### config.mk
export PLATFORM = sky130hd
export DESIGN_NAME = rmw_sequencer
export DESIGN_NICKNAME = d
export VERILOG_FILES = /design/src/rtl/rmw_pkg.sv /design/src/rtl/rmw_byte_order.sv /design/src/rtl/rmw_ctrl.sv /design/src/rtl/rmw_reply_gen.sv /design/src/rtl/rmw_sequencer.sv
export SDC_FILE = /design/constraint.sdc
export NUM_CORES = 1
export LEC_CHECK = 0
export BUFFER_PORTS_ARGS = -buffer_cell sky130_fd_sc_hd__buf_2
export CAP_MARGIN = 20
export CORE_MARGIN = 2
export CORE_UTILIZATION = 52
export CTS_CLUSTER_SIZE = 28
export DETAILED_ROUTE_END_ITERATION = 10
export HOLD_SLACK_MARGIN = 0.05
export PLACE_DENSITY = 0.82
export RECOVER_POWER = 50
export REMOVE_ABC_BUFFERS = 1
export SYNTH_ARGS = -nofsm -noshare
export SYNTH_HDL_FRONTEND = slang
export SYNTH_HIERARCHICAL = 1
export SYNTH_SLANG_ARGS = --single-unit
### constraint.sdc
create_clock -name clk -period 3.65 [get_ports clk]
set_clock_uncertainty 0.2 [all_clocks]
set_input_delay 0.1825 -clock clk [delete_from_list [all_inputs] [get_ports clk]]
set_output_delay 0.1825 -clock clk [all_outputs]
set_load 0.02 [all_outputs]
### src/rtl/rmw_pkg.sv
package rmw_pkg;

    typedef enum logic [2:0] {
        SQ_IDLE   = 3'd0,
        SQ_RD_GNT = 3'd1,
        SQ_RD_ACC = 3'd2,
        SQ_MODIFY = 3'd3,
        SQ_WR_GNT = 3'd4,
        SQ_WR_ACC = 3'd5,
        SQ_REPLY  = 3'd6
    } seq_state_e;

    localparam logic [3:0] RMW_CODE     = 4'b0111;
    localparam logic [7:0] STS_OK       = 8'h00;
    localparam logic [7:0] STS_BAD_CODE = 8'h02;
    localparam logic [7:0] STS_BAD_LEN  = 8'h05;

    // One byte of CRC-8 (x^8+x^2+x+1), data bit 0 taken first.
    function automatic logic [7:0] crc8_step(input logic [7:0] crc, input logic [7:0] din);
        logic [7:0] r;
        logic       fb;
        r = crc;
        for (int i = 0; i < 8; i++) begin
            fb = r[7] ^ din[i];
            r  = {r[6:0], 1'b0} ^ (fb ? 8'h07 : 8'h00);
        end
        return r;
    endfunction

endpackage

### src/rtl/rmw_byte_order.sv
module rmw_byte_order #(
    parameter int WB = 4
) (
    input  logic            msb_first_i,
    input  logic [8*WB-1:0] in_i,
    output logic [8*WB-1:0] out_o
);

    // Lane p takes byte WB-1-p when reversed; the mapping is its own inverse,
    // so one instance packs bytes into a word and another unpacks a word.
    for (genvar p = 0; p < WB; p++) begin : g_lane
        assign out_o[8*p +: 8] = msb_first_i ? in_i[8*(WB-1-p) +: 8] : in_i[8*p +: 8];
    end

endmodule

### src/rtl/rmw_ctrl.sv
module rmw_ctrl
    import rmw_pkg::*;
#(
    parameter int ADDR_W = 32,
    parameter int LEN_W  = 24,
    parameter int WB     = 4
) (
    input  logic                clk,
    input  logic                rst_n,
    input  logic                cfg_msb_first_i,
    input  logic                cmd_valid_i,
    input  logic [3:0]          cmd_instr_i,
    input  logic [LEN_W-1:0]    cmd_len_i,
    input  logic [ADDR_W-1:0]   cmd_addr_i,
    input  logic [16*WB-1:0]    cmd_payload_i,
    output logic                cmd_ready_o,
    input  logic                bus_gnt_i,
    input  logic                bus_ack_i,
    input  logic [8*WB-1:0]     bus_rdata_i,
    output logic                bus_req_o,
    output logic                bus_stb_o,
    output logic                bus_we_o,
    output logic [ADDR_W-1:0]   bus_addr_o,
    output logic [8*WB-1:0]     bus_wdata_o,
    input  logic                mod_ack_i,
    input  logic [8*WB-1:0]     mod_word_i,
    output logic                mod_req_o,
    output logic [8*WB-1:0]     mod_orig_o,
    output logic [16*WB-1:0]    payload_o,
    output logic                msb_o,
    output logic                rep_start_o,
    output logic [7:0]          status_o,
    output logic                err_o,
    input  logic                rep_done_i
);

    localparam int              WW   = 8 * WB;
    localparam int              PW   = 2 * WW;
    localparam logic [LEN_W-1:0] DLEN = LEN_W'(2 * WB);

    typedef struct packed {
        seq_state_e        st;
        logic              msb;
        logic [7:0]        status;
        logic [ADDR_W-1:0] addr;
        logic [PW-1:0]     payload;
        logic [WW-1:0]     orig;
        logic [WW-1:0]     wr_word;
    } ctrl_t;

    ctrl_t ctl_d, ctl_q;

    always_comb begin
        ctl_d       = ctl_q;
        rep_start_o = 1'b0;
        unique case (ctl_q.st)
            SQ_IDLE: begin
                if (cmd_valid_i) begin
                    ctl_d.msb     = cfg_msb_first_i;
                    ctl_d.addr    = cmd_addr_i;
                    ctl_d.payload = cmd_payload_i;
                    if (cmd_instr_i != RMW_CODE) begin
                        ctl_d.status = STS_BAD_CODE;
                        ctl_d.st     = SQ_REPLY;
                        rep_start_o  = 1'b1;
                    end else if (cmd_len_i != DLEN) begin
                        ctl_d.status = STS_BAD_LEN;
                        ctl_d.st     = SQ_REPLY;
                        rep_start_o  = 1'b1;
                    end else begin
                        ctl_d.status = STS_OK;
                        ctl_d.st     = SQ_RD_GNT;
                    end
                end
            end
            SQ_RD_GNT: if (bus_gnt_i) ctl_d.st = SQ_RD_ACC;
            SQ_RD_ACC: begin
                if (bus_ack_i) begin
                    ctl_d.orig = bus_rdata_i;
                    ctl_d.st   = SQ_MODIFY;
                end
            end
            SQ_MODIFY: begin
                if (mod_ack_i) begin
                    ctl_d.wr_word = mod_word_i;
                    ctl_d.st      = SQ_WR_GNT;
                end
            end
            SQ_WR_GNT: if (bus_gnt_i) ctl_d.st = SQ_WR_ACC;
            SQ_WR_ACC: begin
                if (bus_ack_i) begin
                    ctl_d.st    = SQ_REPLY;
                    rep_start_o = 1'b1;
                end
            end
            SQ_REPLY: if (rep_done_i) ctl_d.st = SQ_IDLE;
            default:  ctl_d.st = SQ_IDLE;
        endcase
    end

    always_ff @(posedge clk or negedge rst_n) begin
        if (!rst_n) ctl_q <= '0;
        else        ctl_q <= ctl_d;
    end

    assign cmd_ready_o = (ctl_q.st == SQ_IDLE);
    assign bus_req_o   = ctl_q.st inside {SQ_RD_GNT, SQ_RD_ACC, SQ_MODIFY, SQ_WR_GNT, SQ_WR_ACC};
    assign bus_stb_o   = (ctl_q.st == SQ_RD_ACC) || (ctl_q.st == SQ_WR_ACC);
    assign bus_we_o    = (ctl_q.st == SQ_WR_ACC);
    assign bus_addr_o  = ctl_q.addr;
    assign bus_wdata_o = ctl_q.wr_word;
    assign mod_req_o   = (ctl_q.st == SQ_MODIFY);
    assign mod_orig_o  = ctl_q.orig;
    assign payload_o   = ctl_q.payload;
    assign msb_o       = ctl_q.msb;
    assign status_o    = ctl_q.status;
    assign err_o       = (ctl_q.status != STS_OK);

    AST_BADCODE_NO_BUS: assert property (@(posedge clk) disable iff (!rst_n)
        (cmd_ready_o && cmd_valid_i && cmd_instr_i != RMW_CODE) |=> !bus_req_o);
    AST_BADLEN_NO_BUS: assert property (@(posedge clk) disable iff (!rst_n)
        (cmd_ready_o && cmd_valid_i && cmd_instr_i == RMW_CODE && cmd_len_i != DLEN) |=> !bus_req_o);
    AST_BUS_LOCKED: assert property (@(posedge clk) disable iff (!rst_n)
        (bus_req_o && !(bus_stb_o && bus_we_o && bus_ack_i)) |=> bus_req_o);
    AST_MODIFY_HELD: assert property (@(posedge clk) disable iff (!rst_n)
        (mod_req_o && !mod_ack_i) |=> (mod_req_o && $stable(mod_orig_o)));

endmodule

### src/rtl/rmw_reply_gen.sv
module rmw_reply_gen
    import rmw_pkg::*;
#(
    parameter int WB = 4
) (
    input  logic            clk,
    input  logic            rst_n,
    input  logic            start_i,
    input  logic            err_i,
    input  logic [7:0]      status_i,
    input  logic [8*WB-1:0] bytes_i,
    output logic            rep_valid_o,
    output logic [7:0]      rep_data_o,
    output logic            rep_last_o
);

    localparam int            IW      = $clog2(WB + 7);
    localparam logic [IW-1:0] IX_LEN  = IW'(3);
    localparam logic [IW-1:0] IX_HCRC = IW'(4);
    localparam logic [IW-1:0] IX_DCRC = IW'(5 + WB);

    typedef struct packed {
        logic          active;
        logic [IW-1:0] idx;
        logic [7:0]    crc;
    } gen_t;

    gen_t gen_d, gen_q;
    logic [7:0] cur_byte;
    logic       last;

    always_comb begin
        cur_byte = 8'h00;
        if (gen_q.idx == '0) begin
            cur_byte = status_i;
        end else if (gen_q.idx == IX_LEN) begin
            cur_byte = err_i ? 8'h00 : 8'(WB);
        end else if (gen_q.idx == IX_HCRC || gen_q.idx == IX_DCRC) begin
            cur_byte = gen_q.crc;
        end
        for (int k = 0; k < WB; k++) begin
            if (gen_q.idx == IW'(5 + k)) cur_byte = bytes_i[8*k +: 8];
        end
        last = gen_q.active && (gen_q.idx == (err_i ? IX_HCRC : IX_DCRC));

        gen_d = gen_q;
        if (start_i) begin
            gen_d.active = 1'b1;
            gen_d.idx    = '0;
            gen_d.crc    = 8'h00;
        end else if (gen_q.active) begin
            gen_d.crc = (gen_q.idx == IX_HCRC) ? 8'h00 : crc8_step(gen_q.crc, cur_byte);
            if (last) gen_d.active = 1'b0;
            else      gen_d.idx    = gen_q.idx + 1'b1;
        end
    end

    always_ff @(posedge clk or negedge rst_n) begin
        if (!rst_n) gen_q <= '0;
        else        gen_q <= gen_d;
    end

    assign rep_valid_o = gen_q.active;
    assign rep_data_o  = cur_byte;
    assign rep_last_o  = last;

    AST_REPLY_CONTIG: assert property (@(posedge clk) disable iff (!rst_n)
        (rep_valid_o && !rep_last_o) |=> rep_valid_o);

endmodule

### src/rtl/rmw_sequencer.sv
module rmw_sequencer
    import rmw_pkg::*;
#(
    parameter int WORD_BYTES = 4,
    parameter int ADDR_W     = 32,
    parameter int LEN_W      = 24
) (
    input  logic                    clk,
    input  logic                    rst_n,
    input  logic                    cfg_msb_first,
    input  logic                    cmd_valid,
    output logic                    cmd_ready,
    input  logic [3:0]              cmd_instr,
    input  logic [LEN_W-1:0]        cmd_len,
    input  logic [ADDR_W-1:0]       cmd_addr,
    input  logic [16*WORD_BYTES-1:0] cmd_payload,
    output logic                    bus_req,
    input  logic                    bus_gnt,
    output logic                    bus_stb,
    output logic                    bus_we,
    output logic [ADDR_W-1:0]       bus_addr,
    output logic [8*WORD_BYTES-1:0] bus_wdata,
    input  logic [8*WORD_BYTES-1:0] bus_rdata,
    input  logic                    bus_ack,
    output logic                    mod_req,
    output logic [8*WORD_BYTES-1:0] mod_orig,
    output logic [8*WORD_BYTES-1:0] mod_data,
    output logic [8*WORD_BYTES-1:0] mod_mask,
    input  logic                    mod_ack,
    input  logic [8*WORD_BYTES-1:0] mod_word,
    output logic                    rep_valid,
    output logic [7:0]              rep_data,
    output logic                    rep_last
);

    localparam int WW = 8 * WORD_BYTES;
    localparam int PW = 2 * WW;

    logic [PW-1:0] payload;
    logic          msb_lat;
    logic          rep_start;
    logic [7:0]    status;
    logic          err;
    logic          last_w;
    logic [WW-1:0] orig_bytes;

    rmw_ctrl #(.ADDR_W(ADDR_W), .LEN_W(LEN_W), .WB(WORD_BYTES)) u_ctrl (
        .clk             (clk),
        .rst_n           (rst_n),
        .cfg_msb_first_i (cfg_msb_first),
        .cmd_valid_i     (cmd_valid),
        .cmd_instr_i     (cmd_instr),
        .cmd_len_i       (cmd_len),
        .cmd_addr_i      (cmd_addr),
        .cmd_payload_i   (cmd_payload),
        .cmd_ready_o     (cmd_ready),
        .bus_gnt_i       (bus_gnt),
        .bus_ack_i       (bus_ack),
        .bus_rdata_i     (bus_rdata),
        .bus_req_o       (bus_req),
        .bus_stb_o       (bus_stb),
        .bus_we_o        (bus_we),
        .bus_addr_o      (bus_addr),
        .bus_wdata_o     (bus_wdata),
        .mod_ack_i       (mod_ack),
        .mod_word_i      (mod_word),
        .mod_req_o       (mod_req),
        .mod_orig_o      (mod_orig),
        .payload_o       (payload),
        .msb_o           (msb_lat),
        .rep_start_o     (rep_start),
        .status_o        (status),
        .err_o           (err),
        .rep_done_i      (last_w)
    );

    rmw_byte_order #(.WB(WORD_BYTES)) u_pack_data (
        .msb_first_i (msb_lat),
        .in_i        (payload[WW-1:0]),
        .out_o       (mod_data)
    );

    rmw_byte_order #(.WB(WORD_BYTES)) u_pack_mask (
        .msb_first_i (msb_lat),
        .in_i        (payload[PW-1:WW]),
        .out_o       (mod_mask)
    );

    rmw_byte_order #(.WB(WORD_BYTES)) u_unpack_orig (
        .msb_first_i (msb_lat),
        .in_i        (mod_orig),
        .out_o       (orig_bytes)
    );

    rmw_reply_gen #(.WB(WORD_BYTES)) u_reply (
        .clk         (clk),
        .rst_n       (rst_n),
        .start_i     (rep_start),
        .err_i       (err),
        .status_i    (status),
        .bytes_i     (orig_bytes),
        .rep_valid_o (rep_valid),
        .rep_data_o  (rep_data),
        .rep_last_o  (last_w)
    );

    assign rep_last = last_w;

endmodule

==> reports/metrics.csv <==
stage;metric;value;unit
run_status;status;finished with violations;
run_status;failed_checks;max-capacitance violations, max-slew violations;
worst_setup_path;slowest_stage;dlygate4sd3_1;
clocking;cts.sinks;179;
worst_setup_path;cp_cell_sequence;dlygate4sd3_1, buf_2, nor4_2, dlygate4sd3_1, nand2_1, dlygate4sd3_1, nor3_2, o21ai_0, buf_4, nand3b_1, buf_4, o221a_1, a21oi_2;
worst_setup_path;required;3.80;ns
worst_setup_path;r2r-start;u_reply/gen_q[8]$_DFFE_PN0P_;
clocking;clk_pin_slew_worst_paths;0.07;ns
sta;hold_violations;0;
clocking;insertion_delay;0.42;ns
floorplan;core_area;21200;um2
yosys;synthesis.area;11300;um2
detailed_routing;final_antenna_net_count;0;
worst_setup_path;critPathTopFamily;buffers and inverters;
detailed_routing;drt-vias-per-instance;5.36;
yosys;yosys_warnings;6;
clocking;cts_buffers;17;
sta;fin_crit_sh;0.934;
floorplan;std_cell_rows;53;
sta;period_needed;3.41;ns
yosys;yosysUniqueCellTypes;67;
worst_setup_path;slowest_delay;0.61;ns
worst_setup_path;arrival;3.56;ns
global_routing;grt_max_degree;101;
job;cap_violations;1;
sta;slew_headroom;-0.0660;
final_layout;drive_gt1_frac;0.330;
power_and_ir_drop;design_power_total;13.7;mW
clocking;cts_tree;yes;
worst_setup_path;ff2ff_setup_slack;0.34;ns
yosys;synth_edf_count;0;
global_routing;grt_use_total;0.284;
sta;setup_tns;0;ns
floorplan;io_pins;370;
floorplan;die_x;151;um
final_layout;antenna_cells;0;
final_layout;final_cells;1726;
yosys;synth_ff_type;dfrtp_1;
power_and_ir_drop;cellPowerDensity;978;nW/um2
power_and_ir_drop;irDropWorstVdd;0.519;mV
worst_setup_path;critPathLaunchType;primary input;
sta;max_freq;293;MHz
worst_setup_path;critPathMaxFanout;14;
place;hpwl;19800;um
sta;drv_slew;65;
floorplan;start_util;0.534;
worst_setup_path;path_buf_inv;6;
place;gp_congestion;0.898;
worst_setup_path;path_common_cell;dlygate4sd3_1;
global_routing;antenna_found_initial;0;
final_layout;area_growth;24.2;%
detailed_routing;wire_per_inst;19.3;um
final_layout;fin_util;0.664;
sta;setup-violations-final;0;
detailed_routing;dr_total_vias;9253;
place;port_buffers;369;
detailed_routing;drt_pass1_iterations;7;
detailed_routing;first_iter_violations;573;
final_layout;fin_nets;1638;
yosys;syn_area_per_cell;10.3;um2
yosys;syn_inst;1094;
global_routing;gr-total-overflow;0;
worst_setup_path;startpoint;cmd_len[10];
clocking;clock_tree.buffer_depth;2;
sta;fin_hold_ws;0.0619;ns
place;dp_cells;1526;
hold_path;hold_path_class;primary input to async pin;
floorplan;die-area;22900;um2
floorplan;fp.dieH;151;um
worst_setup_path;path_class;primary input to flop;
global_routing;grt_pass1_wl;50300;um
yosys;ys_seq_area_frac;0.396;
worst_setup_path;worstSetupEndpointType;flop;
clocking;htreeDepth;4;
detailed_routing;drc;0;
detailed_routing;routed_wl;33200;um
yosys;ys_seq_elements;179;
clocking;cts-root-buf;clkbuf_16;
power_and_ir_drop;total_leakage_power;7.19;nW
yosys;async_reset_ff_frac;1.00;
sta;tightest_slew;1.60;ns
sta;rsz0062_at_grt;false;
global_routing;grt_pass1_vias;9615;
[synth_stat cells (all sizes together) (3+ instances only)]
cell      n  area (um2)
buf     211        1710
o31ai     4        57.6
xor2      4        42.6
o22ai     3        18.8
o21ai    15        78.8
and4b     4        40.0
clkbuf   16        60.1
nor2     32         120
ha        4        50.1
mux2    162        2270
nand2   311        1170
and2      3        18.8
nor3      9        55.1
a211oi    5        57.6
nor2b     8        52.6
nor4      7        43.8
o221a     4        53.8
o221ai    3        26.3
nand2b   12        85.1
xnor2    15         154
mux2i     9        90.1
a21oi    18        93.8
nor4b     3        26.3
a31oi     3        18.8
xnor3     4        91.3
inv      12        45.0
dfrtp   179        4480
nand3b    5        37.5
a21o      3        22.5
[what timing repair did]
action,CTS,global route
resized for setup,0,2
setup endpoints to repair,0,8
endpoints found under the hold margin,301,0
setup buffers,0,1
hold buffers,168,0
[stage by stage]
stage	instance area [um2]	setup WS (ns)
after CTS	14200	0.0337
after global routing	14000	0.0728
after detailed placement	11900	0.378
after global placement	11900	0.513
after floorplan	9550	-2.14
final	14000	0.239
[final timing paths]
check                                                     to  cells after the start
max                             u_reply/gen_q[2]$_DFFE_PN0P_                     13
max reg2reg                     u_reply/gen_q[6]$_DFFE_PN0P_                      8
min reg2reg                u_ctrl/bus_addr_o[14]$_DFFE_PN0P_                      2
min                        u_ctrl/mod_orig_o[11]$_DFFE_PN0P_                      2
min in group clk               u_ctrl/ctl_q[171]$_DFFE_PN0P_                      4
max in group asynchronous   u_ctrl/payload_o[50]$_DFFE_PN0P_                      3
[where the power goes]
group / internal, mW / leakage [nW] / switching (mW)
Clock: 0.923 / 0.286 / 0.906
Sequential: 2.92 / 2.23 / 1.05
Combinational: 3.56 / 4.67 / 4.37
Total: 7.41 / 7.19 / 6.32
[per-layer routing]
| layer | vias up | part of all wire | global-route usage |
|---|---|---|---|
| li1 | 4123 | - | - |
| met1 | 4472 | 0.36 | 0.320 |
| met2 | 533 | 0.52 | 0.506 |
| met3 | 125 | 0.070 | 0.0596 |
| met4 | 0 | 0.050 | 0.150 |
| met5 | - | 0 | 0 |
[logic make-up after synthesis]
logic type,share of synthesized area
AND/OR/NAND/NOR,0.157
buffers and inverters,0.160
flip-flops,0.396
multiplexers,0.209
AO/OA/AOI/OAI,0.0471
XOR/XNOR,0.0255
adder cells (fa/ha/maj),0.00443
other,0.000332
[layout make-up]
type | count | area, um2
clock inverter | 14 | 166
inverter | 12 | 45.0
clock buffer | 17 | 425
fill | 1500 | 7120
timing repair buffer | 549 | 3510
tap | 275 | 344
multi-input combinational | 680 | 5060
sequential | 179 | 4480
[state kept, by name, summed over array words and instances (netlist names)]
| register | cells |
|---|---|
| u_ctrl/mod_orig_o | 32 |
| u_ctrl/status_o | 2 |
| u_reply/gen_q | 12 |
| u_ctrl/msb_o | 1 |
| u_ctrl/ctl_q | 3 |
| u_ctrl/bus_addr_o | 32 |
| u_reply/rep_valid_o | 1 |
| u_ctrl/payload_o | 64 |
| u_ctrl/bus_wdata_o | 32 |
[cells in the final DEF, fill, tap and decap left out, types with 12 or more instances in the layout]
| master | count |
|---|---|
| inv_1 | 12 |
| xnor2_1 | 12 |
| mux2_4 | 120 |
| mux2_1 | 30 |
| dlygate4sd3_1 | 168 |
| o21ai_0 | 14 |
| mux2_2 | 12 |
| a21oi_1 | 17 |
| dfrtp_1 | 178 |
| clkbuf_1 | 97 |
| clkbuf_16 | 17 |
| nor2_1 | 32 |
| nand2_1 | 309 |
| buf_2 | 272 |
Note: power is estimated with default switching activity, not from simulation.
